--- src/rtl/adc_read_pkg.sv ---
package adc_read_pkg;

  // Strobes from the control module to the datapath
  typedef struct packed {
    logic fireStart;   // issue a start request this cycle
    logic loadChan;    // capture chanIn into the channel register
    logic loadResult;  // capture convResult into the result register
    logic driveBus;    // registered bus enable
  } dpStrobe_t;

endpackage

--- src/rtl/adc_read_sync.sv ---
module adc_read_sync #(
  parameter int WIDTH = 2,
  parameter int STAGES = 2,
  parameter logic [WIDTH-1:0] RESET_VAL = '1
) (
  input  logic             clk,
  input  logic             rstN,
  input  logic [WIDTH-1:0] asyncIn,
  output logic [WIDTH-1:0] syncOut
);

  logic [WIDTH-1:0] chain [STAGES];

  always_ff @(posedge clk or negedge rstN) begin
    if (!rstN) chain[0] <= RESET_VAL;
    else       chain[0] <= asyncIn;
  end

  for (genvar s = 1; s < STAGES; s++) begin : g_stage
    always_ff @(posedge clk or negedge rstN) begin
      if (!rstN) chain[s] <= RESET_VAL;
      else       chain[s] <= chain[s-1];
    end
  end

  assign syncOut = chain[STAGES-1];

endmodule

--- src/rtl/adc_read_ctrl.sv ---
module adc_read_ctrl
  import adc_read_pkg::*;
(
  input  logic      clk,
  input  logic      rstN,
  input  logic      csS,
  input  logic      rdS,
  input  logic      modeWait,
  input  logic      convDone,
  output dpStrobe_t strobe,
  output logic      rdyPullLow,
  output logic      intN
);

  logic csQ, activeQ, freshQ, oeQ, rdyQ, intQ;
  logic active, accRise, accEnd, csFall;
  logic freshNext, oeNext, rdyNext, intNext;

  // Access detection from registered samples
  assign active  = ~csS & ~rdS;
  assign accRise = active & ~activeQ;
  assign accEnd  = ~active & activeQ;
  assign csFall  = ~csS & csQ;

  always_comb begin
    // Fresh result captured inside the current wait-mode access
    if (!active)                    freshNext = 1'b0;
    else if (modeWait && convDone)  freshNext = 1'b1;
    else                            freshNext = freshQ;

    if (modeWait) oeNext = active & (freshQ | convDone);
    else          oeNext = active;

    if (!modeWait || csS)  rdyNext = 1'b0;
    else if (convDone)     rdyNext = 1'b0;
    else if (csFall)       rdyNext = 1'b1;
    else                   rdyNext = rdyQ;

    // A completed conversion takes priority over the end of an access
    if (convDone)     intNext = 1'b0;
    else if (accEnd)  intNext = 1'b1;
    else              intNext = intQ;
  end

  always_ff @(posedge clk or negedge rstN) begin
    if (!rstN) begin
      csQ     <= 1'b1;
      activeQ <= 1'b0;
      freshQ  <= 1'b0;
      oeQ     <= 1'b0;
      rdyQ    <= 1'b0;
      intQ    <= 1'b1;
    end else begin
      csQ     <= csS;
      activeQ <= active;
      freshQ  <= freshNext;
      oeQ     <= oeNext;
      rdyQ    <= rdyNext;
      intQ    <= intNext;
    end
  end

  always_comb begin
    strobe.fireStart  = modeWait ? accRise : accEnd;
    strobe.loadChan   = modeWait ? active  : accEnd;
    strobe.loadResult = convDone;
    strobe.driveBus   = oeQ;
  end

  assign rdyPullLow = rdyQ;
  assign intN       = intQ;

endmodule

--- src/rtl/adc_read_dp.sv ---
module adc_read_dp
  import adc_read_pkg::*;
#(
  parameter int DATA_W = 8,
  parameter int CHAN_W = 3
) (
  input  logic              clk,
  input  logic              rstN,
  input  dpStrobe_t         strobe,
  input  logic [CHAN_W-1:0] chanIn,
  input  logic [DATA_W-1:0] convResult,
  output logic              startPulse,
  output logic [CHAN_W-1:0] startChan,
  output logic [DATA_W-1:0] dataOut,
  output logic              dataOe
);

  logic [DATA_W-1:0] resultReg;
  logic [CHAN_W-1:0] chanReg;
  logic              startQ;

  always_ff @(posedge clk or negedge rstN) begin
    if (!rstN) begin
      resultReg <= '0;
      chanReg   <= '0;
      startQ    <= 1'b0;
    end else begin
      if (strobe.loadResult) resultReg <= convResult;
      if (strobe.loadChan)   chanReg   <= chanIn;
      startQ <= strobe.fireStart;
    end
  end

  assign startPulse = startQ;
  assign startChan  = chanReg;
  assign dataOe     = strobe.driveBus;
  assign dataOut    = strobe.driveBus ? resultReg : '0;

endmodule

--- src/rtl/adc_read_port.sv ---
module adc_read_port
  import adc_read_pkg::*;
#(
  parameter int DATA_W = 8,
  parameter int CHAN_W = 3,
  parameter int SYNC_STAGES = 2
) (
  input  logic              clk,
  input  logic              rstN,
  input  logic              csN,
  input  logic              rdN,
  input  logic [CHAN_W-1:0] chanIn,
  input  logic              modeWait,
  input  logic              convDone,
  input  logic [DATA_W-1:0] convResult,
  output logic              startPulse,
  output logic [CHAN_W-1:0] startChan,
  output logic [DATA_W-1:0] dataOut,
  output logic              dataOe,
  output logic              rdyPullLow,
  output logic              intN
);

  localparam int STROBE_N = 2;

  logic [STROBE_N-1:0] strobeSync;
  dpStrobe_t           dpStrobe;

  adc_read_sync #(
    .WIDTH(STROBE_N),
    .STAGES(SYNC_STAGES),
    .RESET_VAL('1)
  ) u_sync (
    .clk(clk),
    .rstN(rstN),
    .asyncIn({csN, rdN}),
    .syncOut(strobeSync)
  );

  adc_read_ctrl u_ctrl (
    .clk(clk),
    .rstN(rstN),
    .csS(strobeSync[1]),
    .rdS(strobeSync[0]),
    .modeWait(modeWait),
    .convDone(convDone),
    .strobe(dpStrobe),
    .rdyPullLow(rdyPullLow),
    .intN(intN)
  );

  adc_read_dp #(
    .DATA_W(DATA_W),
    .CHAN_W(CHAN_W)
  ) u_dp (
    .clk(clk),
    .rstN(rstN),
    .strobe(dpStrobe),
    .chanIn(chanIn),
    .convResult(convResult),
    .startPulse(startPulse),
    .startChan(startChan),
    .dataOut(dataOut),
    .dataOe(dataOe)
  );

endmodule

--- config.mk ---
export PLATFORM = sky130hd
export DESIGN_NAME = adc_read_port
export DESIGN_NICKNAME = d
export VERILOG_FILES = /design/src/rtl/adc_read_pkg.sv /design/src/rtl/adc_read_sync.sv /design/src/rtl/adc_read_ctrl.sv /design/src/rtl/adc_read_dp.sv /design/src/rtl/adc_read_port.sv
export SDC_FILE = /design/constraint.sdc
export NUM_CORES = 1
export LEC_CHECK = 0
export BUFFER_PORTS_ARGS = -buffer_cell sky130_fd_sc_hd__buf_4
export CORE_MARGIN = 2
export CORE_UTILIZATION = 50
export CTS_CLUSTER_DIAMETER = 30
export DETAILED_ROUTE_END_ITERATION = 10
export GPL_TIMING_DRIVEN = 0
export PLACE_DENSITY = 0.81
export SYNTH_ARGS = -nofsm -noshare
export SYNTH_HDL_FRONTEND = slang
export SYNTH_HIERARCHICAL = 1
export SYNTH_SLANG_ARGS = --single-unit
--- constraint.sdc ---
create_clock -name clk -period 2.8 [get_ports clk]
set_input_delay 0.42 -clock clk [delete_from_list [all_inputs] [get_ports clk]]
set_output_delay 0.42 -clock clk [all_outputs]
set_load 0.1 [all_outputs]
Word level (Yosys, flattened, before mapping)
Index checks and enable logic that the tools add are counted.

Logic and storage cells: 38. Bits of input ports: 17. Register bits: 22. Output and inout port bits: 15.

Mux-type cells: 11. Eq/ne operators: 1. Reduce and logical (&&, ||, !) cells: 5. Bitwise gates (word level): 10.

Operators by type and width (number): two-way mux 1 bit (10); two-way mux 8 bit (1); bitwise AND 1 bit (5); inverter 1 bit (4); nonzero test 3 bit (1); inequality test 2 bit (second input constant) (1); nonzero test 2 bit (1); logical AND 1 bit (1); zero test 1 bit (1); logical OR 1 bit (1); OR 1 bit (1).

Longest topological paths before layout
Gate-level depths: netlist of run 1.

Word-level depth: 6. Gate-level depth with buffers: 4. Depth with buffers taken out: 3.

Hierarchy
The synthesis of run 1 kept the hierarchy.

By module, submodules not included: adc_read_dp (seq. area each 300.3 µm², cells each 33, area an instance 523.0 µm², times used 1); adc_read_ctrl (seq. area each 152.6 µm², cells each 21, area an instance 239.0 µm², times used 1); adc_read_sync (seq. area each 105.1 µm², cells each 6, area an instance 120.1 µm², times used 1).

Least setup slack after synthesis of run 1
OpenSTA, ideal clock, no wires.

Path kind: reg2out. From: reg u_ctrl.oeQ. To: out dataOut[0]. Setup slack: 1.213 ns. Required time: 2.380 ns. Arrival time: 1.167 ns. Path buffers: 1. Stages on the path, launching flop included: 3. Path through: dfrtp_1 buf_4 and2_1.

Cells in the longest elaborated chain, start to end: 1.

RTL lines: from (decl) (line adc_read_ctrl.sv:15) `logic csQ, activeQ, freshQ, oeQ, rdyQ, intQ;`; from (signal assigned) (line adc_read_ctrl.sv:57) `oeQ <= oeNext;`; two-way mux 8 bit (line adc_read_dp.sv:37) `assign dataOut = strobe.driveBus ? resultReg : '0;`; to (decl) (line adc_read_port.sv:18) `output logic [DATA_W-1:0] dataOut,`.

No other way between the ends.

==> impl_results.md, run 1 <==
- Final instance area: 1180 µm²
- CTS Buf Count: 3
- Leading area contributor after synthesis: dfrtp_1
- Setup TNS: 0 ps
- Synthesized Nets: 77
- Placed wire-length estimate: 1.14 mm
- Die Y: 46 µm
- Worst rel slew slack: 67.6%
- Post-Syn Area: 882 µm²
- RSZ-0062 raised after global routing: false
- RD Place Congestion: 0.644
- Initial Util: 52.2%
- Clk sinks: 22
- Die Area: 2120 µm²
- First drt pass iteration count: 4
- Global route overflow: 0
- Share of cells above drive strength 1: 60.4%
- Final Cycle Share: 61.2%
- Leakage power: 0.591 nW
- DRT iter0 DRCs: 1
- Flops & latches, synth: 22
- GRT Overall Usage: 15.8%
- CP startpoint: u_sync/syncOut[1]
- TritonCTS clock tree: done
- Critical path type: reg -> reg
- Row count: 15
- Top-area cell type share of the netlist area: 45.4%
- CTS Buffer Depth: 2
- Hold Path Class: in -> reg
- Via density: 4.74
- CTS clk-pin slew, worst paths: 110 ps
- Number of global-route vias before repair: 532
- Slew @ Worst Pin: 481 ps
- CTS Root Cell: clkbuf_4
- Fillers: 122
- Max cap viols: 0
- Synthesis warning total: 6
- Final setup fails: 0
- RR Startpoint: u_sync/syncOut[1]
- Pin count of the biggest net entering global routing: 23
- Hold_sp: rdN
- Critical path's top delay family: compound AO/OA/AOI/OAI gates
- Met1 wire length: 657 µm
- Buffers and inverters on the worst path: 1
- Max Used Layer: met4
- Critical path cell sequence: buf_4, o21ai_0, o21ai_0, mux2_2
- Met2 WL post-DR: 788 µm
- Final hold viol count: 0
- Via Count: 536
- Slowest stage delay, CP: 540 ps
- P&R area growth vs syn: 34.0%
- H-tree levels: 1
- CP startpoint kind: register
- Synth cell count leaders: dfrtp_1 (16), and2_1 (8), mux2_4 (8)
- Synth area leaders: dfrtp_1 (45%), dfstp_2 (18%), mux2_4 (14%)
- Syn avg cell area: 14.7 µm²
- Die Wd: 46 µm
- Diodes inserted: 0
- Wire per inst: 13.3 µm
- Fraction of registers with async set/reset: 100%
- Synth Instances: 60
- EDFF count, synth: 0
- Tmin final: 1710 ps
- Slew Limit Fails: 0
- Clk_skew: 5.39 ps
- CTS resizes: 0
- Post-route DRC: 0
- Core Area: 1690 µm²
- Seq/Total Area, Yosys: 63.3%
- Crit path DAT: 1910 ps
- First-pass GRT wire length: 2.28 mm
- Netlist cell types: 16
- Critical Path RT: 2990 ps
- Main synth FF type: dfrtp_1
- Antenna violations before repair: 0
- Setup crit end kind: register
- Final ANT Viol Nets: 0
- IO Pins: 32
- CP max FO: 6
- Power Density: 646 nW/µm²
- Nets: 114
- Overall power: 0.000764 W
- IO Port Bufs: 31
- Routed Wire Length: 1.50 mm
- Fmax: 584 MHz
- Dpl cell area: 1140 µm²
- WL met3: 37 µm
- Status: completed
- Slowest stage cell, crit path: dfstp_2
- Max IR drop VDD: 449 µV
- Top-count cell post-synth: dfrtp_1
- Crit path top cell by count: o21ai_0
- Worst-skew pair later-pin latency: 290 ps
## power breakdown
group | internal [W] | total [W] | switching (W)
registers | 0.000349 | 0.000362 | 0.0000127
logic | 0.0000726 | 0.000236 | 0.000163
clock network | 0.0000792 | 0.000166 | 0.0000866
total | 0.000501 | 0.000764 | 0.000263
## worst register-to-register path, stage by stage (launching register included)
cell     delay [ps]
dfstp_2         540
buf_4           130
o21ai_0         130
o21ai_0         440
mux2_2          390
## cell families (layout without fill, tap and decap cells)
family                 Yosys count  count (layout)  share of synthesized area (%)
DFF                             22              22                           63.3
and+or+nand+nor                 14              14                           9.50
muxes                           11              11                           17.4
buffers and inverters            7              43                           5.96
AOI/OAI and AO/OA                6               6                           3.83
## cell type report
type                            count  area (µm²)  share of cell area, %
Buffer                              6        48.8                   4.13
Sequential cell                    22         558                   47.2
Timing Repair Buffer               32         243                   20.5
Tap cell                           17        21.3                   1.80
Clock buffer                        4        36.3                   3.07
Multi-Input combinational cell     31         272                   23.0
Inverter                            1        3.75                  0.317
## path summary, 6_finish.rpt
| check | to | slack, ps | cells after the start |
|---|---|---|---|
| setup / recovery | u_dp/startChan[2] | 1090 | 4 |
| hold / removal | u_sync/chain[2] | 220 | 1 |
| setup reg to reg | u_dp/startChan[2] | 1090 | 4 |
| hold reg to reg | u_sync/syncOut[0] | 360 | 0 |
| max in group asynchronous | u_sync/syncOut[1] | 1990 | 2 |
| min in group asynchronous | u_dp/startChan[2] | 530 | 2 |
## state kept, by name (all words and copies together) (netlist names)
signal / cells
u_ctrl/rdyPullLow: 1
u_sync/syncOut: 2
u_sync/chain: 2
u_dp/resultReg: 8
u_ctrl/intN: 1
u_dp/startChan: 3
u_ctrl/oeQ: 1
u_ctrl/freshQ: 1
u_dp/startPulse: 1
u_ctrl/activeQ: 1
u_ctrl/csQ: 1
## stage by stage
| step | util [%] | instances | hold slack [ps] | setup WS [ps] |
|---|---|---|---|---|
| after floorplan | - | 60 | 124 | 1210 |
| after global placement | 67.3 | 108 | 316 | 1190 |
| after detailed placement | 67.3 | 108 | 320 | 1100 |
| after CTS | 70.0 | 113 | 210 | 1090 |
| after global routing | 70.0 | 113 | 198 | 962 |
| final | 70.0 | 113 | 218 | 1090 |
## cell usage in the layout (no fill, tap or decap), types with 2 or more instances in the layout
cell / netlist / final
a21oi_1: 2 / 2
and2_1: 8 / 8
buf_4: 5 / 36
clkbuf_4: 0 / 3
dfrtp_1: 16 / 16
dfstp_2: 6 / 6
mux2_2: 3 / 3
mux2_4: 8 / 8
nor2_1: 2 / 2
nor3_1: 2 / 2
o21ai_0: 2 / 2
## per-layer routing
layer / vias to the layer above / track usage (%)
met4: 0 / 10.3
met1: 256 / 20.3
li1: 267 / -
met2: 11 / 24.4
met3: 2 / 2.38
met5: - / 0
## repair_timing
action                    4_1_cts  5_1_grt
hold endpoints to repair       16        0
buffers inserted                0        0
hold buffers                    1        0
(Power assumes the default switching activity.)
==> run 2, diff against run 1 <==
- CORE_UTILIZATION: 50 -> 47
- PLACE_DENSITY: 0.81 -> 0.76
- clock period: 2.8 -> 1.8 ns (I/O delays scaled with it)
==> run 2 against run 1 <==
- final cell count increased by 7.1%
- register-to-register slack got worse by 860 ps
- power increased by 50%
- critical path type unchanged
==> impl_results.md, run 2 (synthesis gave the netlist of run 1 again) <==
- Final hold viol count: 0 (unchanged)
- RD Place Congestion: 0.718 (+12%)
- Power Density: 969 nW/µm² (+50%)
- Dpl ws: 124 ps (-979 ps)
- DRT iter0 DRCs: 0 (-1)
- Setup WS post-layout: 225 ps (-863 ps)
- Final Cycle Share: 87.5% (+26 points)
- CTS Root Cell: clkbuf_4
- Setup TNS: 0 ps (unchanged)
- Most frequent cells in the layout: buf_4 (36), dfrtp_1 (16), and2_1 (8), mux2_4 (8), dfstp_2 (6)
- Via density: 4.64 (-2.3%)
- P&R area growth vs syn: 34.0% (unchanged)
- RSZ-0062 raised after global routing: false
- GRT Overall Usage: 14.5% (-1.3 points)
- Routed Wire Length: 1.48 mm (-1.1%)
- Critical path type: reg -> reg
- IO Pins: 32 (unchanged)
- Clk_skew: 12.3 ps (+6.90 ps)
- Placed wire-length estimate: 1.13 mm (-0.85%)
- Row count: 15 (unchanged)
- CP startpoint kind: register
- Fillers: 143 (+17%)
- Critical Path RT: 1980 ps (-1010 ps)
- Wire per inst: 12.2 µm (-7.7%)
- Diodes inserted: 0 (unchanged)
- First drt pass iteration count: 1 (-3)
- Die Y: 47.3 µm (+2.9%)
- Worst rel slew slack: 77.3% (+9.6 points)
- Most common cell after layout, fill and taps aside: buf_4
- CTS Buffer Depth: 2 (unchanged)
- Max cap viols: 0 (unchanged)
- Max IR drop VDD: 866 µV (+93%)
- Nets: 114 (unchanged)
- Antenna violations before repair: 0 (unchanged)
- Final ANT Viol Nets: 0 (unchanged)
- Post-route DRC: 0 (unchanged)
- Max FFs per register: 8 (unchanged)
- Post-CTS setup buffer count: 0 (unchanged)
- Clk sinks: 22 (unchanged)
- Crit path DAT: 1760 ps (-150 ps)
- Core Area: 1750 µm² (+3.3%)
- CTS clk-pin slew, worst paths: 120 ps (about the same)
- Fmax: 635 MHz (+8.7%)
- Number of global-route vias before repair: 509 (-4.3%)
- Die Wd: 47.3 µm (+2.9%)
- Die Area: 2240 µm² (+5.8%)
- Tmin final: 1580 ps (-137 ps)
- Largest Register: u_dp/resultReg
- Setup crit end kind: register
- H-tree levels: 1 (unchanged)
- Slew @ Worst Pin: 338 ps (-143 ps)
- Initial Util: 50.5% (-1.7 points)
- First-pass GRT wire length: 2.20 mm (-3.6%)
- Slew Limit Fails: 0 (unchanged)
- TritonCTS clock tree: done
- Final setup fails: 0 (unchanged)
- Status: completed
- Share of cells above drive strength 1: 59.4% (-1.0 points)
- Leakage power: 0.585 nW (-1.0%)
- Via Count: 561 (+4.7%)
- CTS Buf Count: 3 (unchanged)
- Hold Path Class: in -> reg
- CP max FO: 6 (unchanged)
- Global route overflow: 0 (unchanged)
- Pin count of the biggest net entering global routing: 23 (unchanged)
- Worst-skew pair later-pin latency: 290 ps (about the same)
- IO Port Bufs: 31 (unchanged)
==> run 2: final timing paths <==
check	slack, ps	cells after the start	startpoint	endpoint
worst min-delay path	80	1	rdN	u_sync/chain[2]
worst max register to register	220	4	u_sync/syncOut[1]	u_dp/startChan[2]
min in group asynchronous	390	2	rstN	u_dp/resultReg[2]
worst max-delay path	220	4	u_sync/syncOut[1]	u_dp/startChan[2]
max in group asynchronous	1130	2	rstN	u_ctrl/intN
worst min register to register	360	0	u_sync/chain[3]	u_sync/syncOut[1]
==> run 2: metal layers <==
layer,share of wire [%],wire [µm],vias up,track usage (%)
li1,-,-,268,-
met1,40,593,281,16.7
met2,57,838,10,25.1
met3,2.1,31,2,2.31
met4,1.3,19,0,8.33
met5,0,0,-,0
==> run 2: final cells by class <==
| class | count | area, µm² | share of cell area (%) |
|---|---|---|---|
| buffer | 6 | 48.8 | 4.13 |
| clock buffer | 4 | 26.3 | 2.22 |
| inverter | 1 | 3.75 | 0.317 |
| multi-input combinational | 31 | 272 | 23.0 |
| sequential | 22 | 558 | 47.2 |
| tap | 25 | 31.3 | 2.65 |
| timing repair buffer | 32 | 243 | 20.5 |
==> run 2: report_power, final <==
| group | internal, W | switching, W |
|---|---|---|
| combinational | 0.000113 | 0.000253 |
| sequential | 0.000543 | 0.0000197 |
| clock | 0.0000860 | 0.000131 |
==> run 2: what timing repair did <==
action	CTS	global route
endpoints found under the setup margin	0	3
hold endpoints to repair	16	0
resized for setup	0	1
hold buffers	1	0
==> run 2: critical path: stages, from the launching register on <==
cell and delay (ps):
dfstp_2 540, buf_4 120, o21ai_0 130, o21ai_1 290, mux2_2 370
==> run 2: per-stage QoR <==
| step | hold slack (ps) | cells | power [W] | utilization [%] | instance area [µm²] |
|---|---|---|---|---|---|
| CTS | 62.6 | 121 | 0.00116 | 67.7 | 1180 |
| finish | 81.6 | 121 | 0.00115 | 67.7 | 1180 |
| detailed placement | 171 | 116 | 0.000939 | 65.7 | 1150 |
| global placement | 167 | 116 | 0.000931 | 65.7 | 1150 |
| global route | 55.1 | 121 | 0.00120 | 67.7 | 1180 |
| floorplan | -25.6 | 60 | 0.000842 | - | 882 |
